`src/rtl/irrx_4ppm.sv`:
```
module irrx_4ppm #(
  parameter logic [15:0] PREAMBLE   = 16'b1000_0000_1010_1000,
  parameter logic [15:0] START_FLAG = 16'b0000_1100_0000_1100,
  parameter logic [31:0] CRC_POLY   = 32'hEDB88320
) (
  input  logic       clk,
  input  logic       rst_n,
  input  logic       en,
  input  logic       chip_valid,
  input  logic       chip,
  output logic       rx_flush,
  output logic       wr_en,
  output logic [7:0] wr_data,
  output logic       wr_eof,
  output logic       wr_crc_err,
  output logic       frame_abort
);
  localparam int SYNC_W = 32;
  localparam int HOLD   = 4;

  typedef enum logic [1:0] {HUNT, DATA, STOPW} st_t;

  st_t               state;
  logic [SYNC_W-1:0] hist;
  logic [2:0]        sh;
  logic [1:0]        cc, pi;
  logic [7:0]        acc, pend;
  logic [7:0]        hold [HOLD];
  logic [2:0]        cnt;
  logic              pend_v, tail;
  logic [31:0]       crc;

  function automatic logic [31:0] crc_byte(input logic [31:0] c, input logic [7:0] d);
    logic [31:0] r;
    r = c ^ {24'd0, d};
    for (int i = 0; i < 8; i++) r = r[0] ? ((r >> 1) ^ CRC_POLY) : (r >> 1);
    return r;
  endfunction

  logic [3:0]  nib;
  logic [1:0]  pv;
  logic [7:0]  new_byte;
  logic        full, sync_hit, is_onehot;
  logic [31:0] fcs;

  assign rx_flush  = !en;
  assign nib       = {sh, chip};
  assign is_onehot = $onehot(nib);
  assign pv        = {nib[1] | nib[0], nib[2] | nib[0]};
  assign new_byte  = {pv, acc[7:2]};
  assign full      = (cnt == 3'(HOLD));
  assign fcs       = {hold[3], hold[2], hold[1], hold[0]};
  assign sync_hit  = ({hist[SYNC_W-2:0], chip} == {PREAMBLE, START_FLAG});

  always_ff @(posedge clk or negedge rst_n) begin
    if (!rst_n) begin
      state <= HUNT; hist <= '0; cc <= '0; pi <= '0; cnt <= '0;
      pend_v <= 1'b0; tail <= 1'b0; crc <= '1;
      wr_en <= 1'b0; wr_data <= '0; wr_eof <= 1'b0; wr_crc_err <= 1'b0; frame_abort <= 1'b0;
    end else if (!en) begin
      state <= HUNT; hist <= '0; cc <= '0; pi <= '0; cnt <= '0;
      pend_v <= 1'b0; tail <= 1'b0; crc <= '1;
      wr_en <= 1'b0; wr_eof <= 1'b0; wr_crc_err <= 1'b0; frame_abort <= 1'b0;
    end else begin
      wr_en <= 1'b0; wr_eof <= 1'b0; wr_crc_err <= 1'b0; frame_abort <= 1'b0;
      if (tail) begin
        tail   <= 1'b0;
        pend_v <= 1'b0;
        if (pend_v) begin
          wr_en <= 1'b1; wr_data <= pend; wr_eof <= 1'b1;
        end
      end
      if (chip_valid) begin
        if (state == HUNT) begin
          hist <= {hist[SYNC_W-2:0], chip};
          if (sync_hit) begin
            state <= DATA; hist <= '0; cc <= '0; pi <= '0; cnt <= '0;
            pend_v <= 1'b0; crc <= '1;
          end
        end else begin
          sh <= {sh[1:0], chip};
          cc <= cc + 2'd1;
          if (cc == 2'd3) begin
            if (state == STOPW && nib == 4'b1100 && pi == 2'd0 && full && pend_v) begin
              wr_en <= 1'b1; wr_data <= pend; wr_eof <= 1'b1;
              wr_crc_err <= (~crc != fcs);
              pend_v <= 1'b0;
              state  <= HUNT;
            end else if (state == DATA && nib == 4'b0000) begin
              state <= STOPW;
            end else if (state == DATA && is_onehot) begin
              acc <= new_byte;
              pi  <= pi + 2'd1;
              if (pi == 2'd3) begin
                if (full) begin
                  for (int k = 0; k < HOLD-1; k++) hold[k] <= hold[k+1];
                  hold[HOLD-1] <= new_byte;
                  pend   <= hold[0];
                  pend_v <= 1'b1;
                  crc    <= crc_byte(crc, hold[0]);
                  if (pend_v) begin
                    wr_en <= 1'b1; wr_data <= pend;
                  end
                end else begin
                  hold[cnt[1:0]] <= new_byte;
                  cnt <= cnt + 3'd1;
                end
              end
            end else begin
              frame_abort <= 1'b1;
              state <= HUNT;
              if (pend_v) begin
                wr_en <= 1'b1; wr_data <= pend;
              end
              pend   <= hold[0];
              pend_v <= (cnt != 3'd0);
              tail   <= 1'b1;
            end
          end
        end
      end
    end
  end
endmodule


```
`config.mk`:
```
export PLATFORM = sky130hd
export DESIGN_NAME = irrx_4ppm
export DESIGN_NICKNAME = d
export VERILOG_FILES = /design/src/rtl/irrx_4ppm.sv
export SDC_FILE = /design/constraint.sdc
export NUM_CORES = 1
export LEC_CHECK = 0
export BUFFER_PORTS_ARGS = -buffer_cell sky130_fd_sc_hd__buf_4
export CAP_MARGIN = 20
export CORE_UTILIZATION = 43
export CTS_BUF_LIST = sky130_fd_sc_hd__clkbuf_4 sky130_fd_sc_hd__clkbuf_8 sky130_fd_sc_hd__clkbuf_16
export DETAILED_ROUTE_END_ITERATION = 6
export HOLD_SLACK_MARGIN = 0.15
export PLACE_DENSITY = 0.57
export SLEW_MARGIN = 40
export SYNTH_ARGS = -nofsm -noshare
export SYNTH_HDL_FRONTEND = slang
export SYNTH_SLANG_ARGS = --single-unit
```
`constraint.sdc`:
```
create_clock -name clk -period 3.6 [get_ports clk]
set_input_delay 0 -clock clk [delete_from_list [all_inputs] [get_ports clk]]
set_output_delay 0 -clock clk [all_outputs]
set_load 0.02 [all_outputs]
```
# After elaboration in Yosys (flattened, before gate mapping)
# Memories as Yosys holds them, arrays and structs flattened.
# Index checks and enable logic that the tools add are counted.
# word_totals
reg_bits	104
ramBits	32
in_bits	5
output_inout_bits	13
n_memories	1
# memory_table
memory	words	width	read_ports	rd_ports_with_merged_regs	wr	line_no	source
hold	4	8	4	0	4	28	logic [7:0] hold [HOLD];
# op_classes
add_sub_neg	6
eq_ne	22
n_mux	128
bitwise_logic	15
n_reduce_logical	23
# ops
operator	n
$mux 32	18
$mux 31	4
$mux 8	15
$not 13->14	8
$mux 1	61
$mux 2	20
$eq 32x32->1 const B	1
$ne 32x32->1	1
$not 32->32	1
$xor 32x8->32	1
$mux 3	10
$reduce_and 8->1	3
$ne 3x1->1 const B	4
$ne 3x3->1 const B	3
$reduce_and 9->1	1
$logic_and 1x1->1	8
$reduce_and 4->1	2
$reduce_or 8->1	1
$eq 2x2->1 const B	3
$ne 2x1->1 const B	3
$reduce_and 6->1	1
$ne 5x5->1 const B	1
$add 1x1->2	2
$add 2x1->2 const B	2
other kinds (15)	20

# Depth between registers and ports, before layout
# Gate-level depths: netlist of run 1.
# An unclocked memory read counts as a cell.
# depth
word_depth	27
ltp_mapped	13
depth_no_buf	11

# Least setup slack after synthesis of run 1
# No wires, ideal clock.
# synth_timing
kind	register to register
from	register sh[2]
to	memory hold[0][0], enable pin
setup_time_ns	0.334
arrival_time_ns	3.161
setup_slack_ns	0.104
stages_incl_launch_ff	12
n_path_buf	0
synth_period_minus_slack_ns	3.496
path_cell_list	edfxtp_1 > inv_1 > fa_1 > inv_1 > ha_1 > ha_1 > nor3b_1 > nand3_1 > nor2_1 > nand3_1 > nor3_2 > nand2b_1
# synth_rtl
item	line_no	source
start: declaration	25	logic [2:0] sh;
start signal: assignment	81	sh <= {sh[1:0], chip};
end: declaration	28	

==> results of run 1 <==
-- what timing repair did --
item,CTS,global route
setup endpoints to repair,0,37
endpoints found under the hold margin,71,0
hold buffers,6,0
resized for setup,0,2
-- state kept, by name, indices dropped and copies added, names as in the netlist --
register,count
tail,1
pend_v,1
acc,6
wr_crc_err,1
sh,3
wr_en,1
pend,8
hold,32
wr_data,8
cnt,3
state,2
crc,32
pi,2
hist,31
cc,2
wr_eof,1
-- per-layer routing --
| metal | GRT usage, % | up-vias |
|---|---|---|
| met2 | 29.81 | 109 |
| li1 | - | 1896 |
| met5 | 0 | - |
| met4 | 5.739 | 0 |
| met3 | 4.424 | 16 |
| met1 | 27.36 | 2030 |
-- cell usage after synthesis, drive strengths merged (10+ instances only) --
cell type	count	area, um2
clkbuf	14	52.55
dfstp	32	840.8
a22o	33	289.0
xnor2	65	636.9
xor2	31	346.6
mux2	33	371.6
a31oi	11	68.82
o22a	10	87.58
a21oi	17	85.08
inv	15	56.30
nand2	15	56.30
dfrtp	53	1326
ha	10	125.1
nor2	35	131.4
edfxtp	49	1471
-- cells by family (layout without fill, tap and decap cells) --
family                     Yosys count  after routing  share of synthesized area, %
muxes                               33             33                         5.728
AOI/OAI and AO/OA                   88             88                         9.952
adders and majority gates           11             11                         2.237
xor gates and xnor gates            96             96                         15.16
and+or+nand+nor                    110            110                         9.007
DFF                                134            134                         56.08
buffers and inverters               31             80                         1.832
-- through the flow --
step           cells  utilization (%)  worst slack [ps]  total power, W
3_3_place_gp     698            46.98             243.0        0.001670
6_report         736            51.98             239.8        0.003515
2_1_floorplan    503                -             104.2        0.001634
3_5_place_dp     698            47.04             111.1        0.001672
4_1_cts          736            51.91             28.96        0.003551
5_1_grt          736            51.98             23.58        0.003624
-- how the worst max path moves through the flow --
| stage | start | end | slack [ps] | cells past startpoint |
|---|---|---|---|---|
| CTS | sh[2] | hold[2][2] | 30 | 11 |
| detailed placement | sh[2] | hold[2][2] | 110 | 11 |
| global placement | sh[2] | hold[2][1] | 240 | 11 |
| global route | sh[2] | hold[2][2] | 20 | 11 |
| finish | sh[2] | hold[2][3] | 240 | 11 |
| floorplan | sh[2] | hold[0][0] | 100 | 11 |
-- placed cells by master (no fill, tap or decap), types with 2 or more instances in the layout --
| cell | netlist | layout |
|---|---|---|
| sky130_fd_sc_hd__nor2_1 | 35 | 35 |
| sky130_fd_sc_hd__nand3_1 | 9 | 9 |
| sky130_fd_sc_hd__nor3_1 | 6 | 5 |
| sky130_fd_sc_hd__xor2_4 | 2 | 2 |
| sky130_fd_sc_hd__a22o_1 | 33 | 33 |
| sky130_fd_sc_hd__and2_1 | 2 | 2 |
| sky130_fd_sc_hd__and3_1 | 3 | 3 |
| sky130_fd_sc_hd__nor3_2 | 2 | 3 |
| sky130_fd_sc_hd__dfrtp_1 | 53 | 53 |
| sky130_fd_sc_hd__bufinv_16 | 0 | 2 |
| sky130_fd_sc_hd__dfstp_2 | 32 | 32 |
| sky130_fd_sc_hd__mux2_2 | 33 | 33 |
| sky130_fd_sc_hd__o22a_1 | 10 | 10 |
| sky130_fd_sc_hd__a31oi_1 | 11 | 11 |
| sky130_fd_sc_hd__nor4b_1 | 6 | 6 |
| sky130_fd_sc_hd__or2_2 | 2 | 2 |
| sky130_fd_sc_hd__xnor2_1 | 59 | 59 |
| sky130_fd_sc_hd__xor2_1 | 24 | 24 |
| sky130_fd_sc_hd__ha_1 | 10 | 10 |
| sky130_fd_sc_hd__clkbuf_16 | 0 | 20 |
| sky130_fd_sc_hd__clkbuf_8 | 0 | 4 |
| sky130_fd_sc_hd__a21oi_1 | 17 | 16 |
| sky130_fd_sc_hd__nor4_1 | 7 | 7 |
| sky130_fd_sc_hd__clkinv_4 | 0 | 3 |
| sky130_fd_sc_hd__nand2b_1 | 3 | 3 |
| sky130_fd_sc_hd__edfxtp_1 | 49 | 49 |
| sky130_fd_sc_hd__xnor2_4 | 2 | 2 |
| sky130_fd_sc_hd__buf_4 | 0 | 25 |
| sky130_fd_sc_hd__xor2_2 | 5 | 5 |
| sky130_fd_sc_hd__nand4_1 | 9 | 9 |
| sky130_fd_sc_hd__o21ai_0 | 6 | 6 |
| sky130_fd_sc_hd__nand2_1 | 15 | 14 |
| sky130_fd_sc_hd__dlygate4sd3_1 | 0 | 6 |
| sky130_fd_sc_hd__o31ai_1 | 2 | 2 |
| sky130_fd_sc_hd__nor3b_2 | 0 | 2 |
| sky130_fd_sc_hd__xnor2_2 | 4 | 4 |
| sky130_fd_sc_hd__inv_1 | 15 | 15 |
-- worst max-delay path: stages, from the launching register on --
cell                       delay, ps
sky130_fd_sc_hd__edfxtp_1        380
sky130_fd_sc_hd__inv_1            70
sky130_fd_sc_hd__fa_1            470
sky130_fd_sc_hd__inv_1            40
sky130_fd_sc_hd__ha_1            170
sky130_fd_sc_hd__ha_1            300
sky130_fd_sc_hd__nor3b_2         280
sky130_fd_sc_hd__nand3_1         170
sky130_fd_sc_hd__nor2_1          190
sky130_fd_sc_hd__nand3_1         170
sky130_fd_sc_hd__or3_1           520
sky130_fd_sc_hd__mux2_2          340
-- layout make-up --
type	instances	area, um2	area share [%]
well taps	184	230.2	3.024
clock inverters	8	105.1	1.381
multi-input cells	338	2751	36.14
inverters	15	56.30	0.7396
clock buffers	24	549.3	7.216
repair buffers	33	281.5	3.698
flip-flops and latches	134	3638	47.80
-- power by group through the flow --
stage	registers, W	logic [W]	clock network, W
after detailed placement	0.00161	0.0000657	0
after global placement	0.00161	0.0000640	0
after global routing	0.00158	0.0000784	0.00197
final	0.00158	0.0000696	0.00187
after CTS	0.00158	0.0000705	0.00190
after floorplan	0.00161	0.0000284	0
==> out/metrics.sh, run 1 <==
POSTSYNTHAREAPERCELL_UM2=12.90
CLK_LATENCY_PS=420
CRITICAL_PATH.STARTPOINT_TYPE='register'
FINISH.INSTANCE_AREA_UM2=7612
DRT_DRC_VIOLATIONS_LEFT=8
IO_PINS=18
POSTCTSSETUPREPAIRBUFS=0
INITIAL_UTILIZATION_PCT=44.30
P_COMB_SHARE_PCT=2.0
MAX_SLEW.WORST_PIN.SLEW_PS=679.9
GLOBAL_ROUTE.USAGE.TOTAL_PCT=19.39
DP.FINAL_HPWL_UM=9661
CLOCK_SINK_COUNT=134
MIN_PERIOD_OVER_PERIOD_PCT=93.34
CTS_TREE='yes'
CRITPATHARRIVALTIME_PS=3520
SYNTH.FF_LATCH_COUNT=134
SYN-INSTANCE-COUNT=503
WL_PER_CELL_UM=18.78
N_ANTENNA_CELL=0
SYNTH.YOSYS.SEQ_AREA_SHARE_PCT=56.08
REPORT.FINAL.SETUP_VIOL=0
P_SEQ_SHARE_PCT=44.9
FIN_HOLD_WS_PS=281.1
RSZ0062_AT_GRT='no'
FP.DIEH_UM=124.8
N_FILL_CELL=1253
CLK_PIN_SLEW_WORST_PATHS_PS=60
SWITCHING_POWER_TOTAL_W=0.0007087
LAYOUT-DRIVE-GT1-SHARE_PCT=26.63
FF2FF_PATH_DEPTH=11
DESIGN.DIE.AREA_UM2=15580
SYNTH.DISTINCT_CELLS=51
R2R_END='hold[2][3]'
MAX_SLEW_MARGIN_PCT=54.67
POWER_LEAKAGE_nW=2.990
MAX_FREQ_GHz=0.2976
REQUIRED_PS=3760
SYNTH_TOP_FLOP_CELL='sky130_fd_sc_hd__dfrtp_1'
PORT-BUFFER-COUNT=17
SYN_AREA_UM2=6487
SYNTH_EDF_COUNT=49
MIN_PATH_TYPE='input pin to asynchronous set/reset pin'
FIN_SKEW_PS=11.44
SYNTHESIZED_NETLIST_NET_COUNT=519
PLACE_CONGESTION=0.8563
DPL-INSTANCE-AREA_UM2=6888
CTS_BUFFERS=17
DR.PASS1.ITERS=6
WIRE_LENGTH_OF_THE_FIRST_GLOBAL_ROUTING_PASS_UM=23130
P_SW_SHARE_PCT=20.16
CLOCKBUFFERDEPTH=2
GRT_MAX_DEGREE=84
FLOORPLAN.ROWS=44
ANTENNA_LEFT=0
DIEWIDTH_UM=124.8
SYNTH_WARNINGS=0
POWER_PER_CELL_AREA_nW_PER_UM2=461.8
ASYNC_RESET_FF_SHARE_PCT=63.43
TYPE_OF_ELEMENT_CAPTURING_THE_CRITICAL_PATH='register'
PEAKVDDDROP_uV=342.8
REGTOREGSTARTPOINT='sh[2]'
SETUP_TNS_PS=0
MAXSLEWVIOLCOUNT=0
MAXUSEDROUTINGLAYER='met4'
P_INT_W=0.002807
VIOLATED_CHECKS='DRC'
MAXCAPVIOLATIONS=0
CRITICAL_PATH_CLASS='register to register'
WL_MET3_UM=646
VIAS_IN_THE_FIRST_GLOBAL_ROUTE=4115
GRT_OVERFLOW_TOTAL=0
TIMING.CRITICAL_PATH.FANOUT_MAX=9
DETAIL_ROUTE.WIRELENGTH_UM=13830
ROUTE.VIAS.TOTAL=4051
ROUTED_VIA_DENSITY=5.504
FF2FF_SETUP_SLACK_PS=240
CLOCK_POWER_SHARE_PCT=53.1
DRT-MET1-WL_UM=6584
DR.FIRST_ITER.DRC_COUNT=422
HOLD_VIOL=0
MET2WIRELENGTH_UM=6379
COREAREA_UM2=14640
ANTENNA_FOUND_INITIAL=0
DESIGN.FINAL.NETS=555
CLK_ROOT_BUFFER_CELL='sky130_fd_sc_hd__clkbuf_16'
AREA_DELTA_SYNTH_FINAL_PCT=17.34
POST_ROUTE_MINIMUM_PERIOD_PS=3360
CTS_MAX_LEVEL=4
RESULT_OF_THE_RUN='finished with violations'
Note: power is estimated with default switching activity, not from simulation.
==> inputs of run 2 (changes only) <==
Settings changed: CTS_BUF_LIST sky130_fd_sc_hd__clkbuf_4 sky130_fd_sc_hd__clkbuf_8 sky130_fd_sc_hd__clkbuf_16 to not set.
==> run 2 against run 1 <==
Against the previous run:
- the run still ends with DRC left
- core utilization is essentially flat
- flip-flop and latch count is the same
- wire length grew 0.27%
- cell area is essentially flat
- highest routed layer unchanged
- non-clock buffer count is the same
- sequential power is essentially flat
- global-route usage is the same
- critical path depth is the same
- fmax is essentially flat
- via count is essentially flat
==> out/metrics.sh, run 2 (synthesis gave the netlist of run 1 again) <==
PLACE_CONGESTION=0.8563
IO_PINS=18
FF2FF_PATH_DEPTH=11
POST-ROUTE-WORST-SETUP-SLACK_PS=237.8
MULTI_INPUT_AREA_UM2=2751
CTS_BUFFERS=17
GRT_OVERFLOW_TOTAL=0
DETAIL_ROUTE.WIRELENGTH_UM=13860
WIRE_LENGTH_OF_THE_FIRST_GLOBAL_ROUTING_PASS_UM=23130
POWER_PER_CELL_AREA_nW_PER_UM2=460.8
CLOCKBUFFERDEPTH=2
HOLD_VIOL=0
MIN_PATH_TYPE='input pin to asynchronous set/reset pin'
GRT_MAX_DEGREE=84
FP.DIEH_UM=124.8
ANTENNA_LEFT=0
PEAKVDDDROP_uV=340.7
GLOBAL_ROUTE.USAGE.TOTAL_PCT=19.39
FLOORPLAN.ROWS=44
CTS_TREE='yes'
FIN_SKEW_PS=13.77
MAX_SLEW_MARGIN_PCT=54.60
MAXUSEDROUTINGLAYER='met4'
ANTENNA_FOUND_INITIAL=0
MOST-COMMON-LAYOUT-CELLS='sky130_fd_sc_hd__xnor2_1, sky130_fd_sc_hd__dfrtp_1, sky130_fd_sc_hd__edfxtp_1'
CRIT_START='sh[2]'
N_FILL_CELL=1254
POWER_LEAKAGE_nW=2.986
VIAS_IN_THE_FIRST_GLOBAL_ROUTE=4115
WL_PER_CELL_UM=18.84
RSZ0062_AT_GRT='no'
CRITPATHSLOWESTCELL='sky130_fd_sc_hd__or3_1'
MET2WIRELENGTH_UM=6449
ROUTE.VIAS.TOTAL=4050
DIEWIDTH_UM=124.8
POST_ROUTE_MINIMUM_PERIOD_PS=3362
DRT_DRC_VIOLATIONS_LEFT=8
INITIAL_UTILIZATION_PCT=44.30
TYPE_OF_ELEMENT_CAPTURING_THE_CRITICAL_PATH='register'
FIN_HOLD_WS_PS=282.7
DP.FINAL_HPWL_UM=9661
REQUIRED_PS=3760
RESULT_OF_THE_RUN='finished with violations'
PATH_DELAY_FAMILY='simple AND/OR/NAND/NOR gates'
FF2FF_SETUP_SLACK_PS=240
MAXCAPVIOLATIONS=0
CRITPATHBUFINV=2
COREAREA_UM2=14640
CRITICAL_PATH.STARTPOINT_TYPE='register'
WL_MET3_UM=485
ROUTED_VIA_DENSITY=5.503
MAX_FREQ_GHz=0.2974
CLOCK_SINK_COUNT=134
CTS_MAX_LEVEL=4
PORT-BUFFER-COUNT=17
DRT-MET1-WL_UM=6733
DESIGN.FINAL.NETS=555
SETUP_TNS_PS=0
REGAREA_UM2=3638
TIMING.CRITICAL_PATH.SLOWEST_CELL_DELAY_PS=520
CLK_ROOT_BUFFER_CELL='sky130_fd_sc_hd__clkbuf_16'
MOST_FREQUENT_STANDARD_CELL_IN_THE_LAYOUT_EXCLUDING_FILL_AND_TAP_CELLS='sky130_fd_sc_hd__xnor2_1'
CLK_PIN_SLEW_WORST_PATHS_PS=60
POSTCTSSETUPREPAIRBUFS=0
LAYOUT_TOP_REGISTERS='crc x32, hold x32, hist x31'
REGTOREGSTARTPOINT='sh[2]'
MIN_PERIOD_OVER_PERIOD_PCT=93.40
AREA_DELTA_SYNTH_FINAL_PCT=17.28
CLK_LATENCY_PS=420
TIMING.CRITICAL_PATH.FANOUT_MAX=9
LAYOUT-DRIVE-GT1-SHARE_PCT=26.45
CRITICAL_PATH_CLASS='register to register'
REPORT.FINAL.SETUP_VIOL=0
DESIGN.DIE.AREA_UM2=15580
VIOLATED_CHECKS='DRC'
TIMING.CRITICAL_PATH.CELLS='inv_1 > fa_1 > inv_1 > ha_1 > ha_1 > nor3b_2 > nand3_1 > nor2_1 > nand3_1 > or3_1 > mux2_2'
CRITPATHARRIVALTIME_PS=3530
DR.PASS1.ITERS=7
DR.FIRST_ITER.DRC_COUNT=431
PRE_CTS_SLACK_PS=111.1
R2R_END='hold[2][3]'
MAXSLEWVIOLCOUNT=0
N_ANTENNA_CELL=0
MAX_SLEW.WORST_PIN.SLEW_PS=681.0
-- run 2: cell counts in the layout (fill, tap and decap cells not counted) --
No cell type changed its count.
-- run 2: layout make-up --
type,count,share of cell area (%)
clock buffers,24,7.170
clock inverters,8,1.381
inverters,15,0.7400
multi-input cells,338,36.16
flip-flops and latches,134,47.82
well taps,184,3.026
repair buffers,33,3.700
-- run 2: worst reg2reg max path, cell delays in order (launching register included) --
cell and delay, ps:
sky130_fd_sc_hd__edfxtp_1 380, sky130_fd_sc_hd__inv_1 70, sky130_fd_sc_hd__fa_1 470, sky130_fd_sc_hd__inv_1 40
sky130_fd_sc_hd__ha_1 170, sky130_fd_sc_hd__ha_1 300, sky130_fd_sc_hd__nor3b_2 280, sky130_fd_sc_hd__nand3_1 170
sky130_fd_sc_hd__nor2_1 190, sky130_fd_sc_hd__nand3_1 170, sky130_fd_sc_hd__or3_1 520, sky130_fd_sc_hd__mux2_2 340
-- run 2: through the flow --
stage | util (%) | total power, W | cells | area, um2
2_1_floorplan | - | 0.001634 | 503 | 6487
3_3_place_gp | 46.98 | 0.001670 | 698 | 6879
3_5_place_dp | 47.04 | 0.001672 | 698 | 6888
4_1_cts | 51.89 | 0.003544 | 736 | 7599
5_1_grt | 51.96 | 0.003617 | 736 | 7609
6_report | 51.96 | 0.003506 | 736 | 7609
-- run 2: worst max path at each step --
stage                 endpoint  slack, ps  depth (start not counted)
finish              hold[2][3]        240                         11
global route        hold[2][2]         20                         11
CTS                 hold[2][2]         30                         11
global placement    hold[2][1]        240                         11
detailed placement  hold[2][2]        110                         11
floorplan           hold[0][0]        100                         11
-- run 2: layer usage --
metal,track usage (%),vias up
met1,27.36,2044
li1,-,1897
met3,4.424,14
met5,0,-
met4,5.739,0
met2,29.81,95
-- run 2: what timing repair did --
item | CTS | global route
setup endpoints to repair | 0 | 37
hold endpoints to repair | 71 | 0
hold buffers | 6 | 0
resized for setup | 0 | 2
-- run 2: report_power, final --
group / leakage (nW) / switching, W / internal, W
registers: 1.53 / 0.000000989 / 0.00158
logic: 1.14 / 0.0000512 / 0.0000185
clock network: 0.318 / 0.000655 / 0.00120
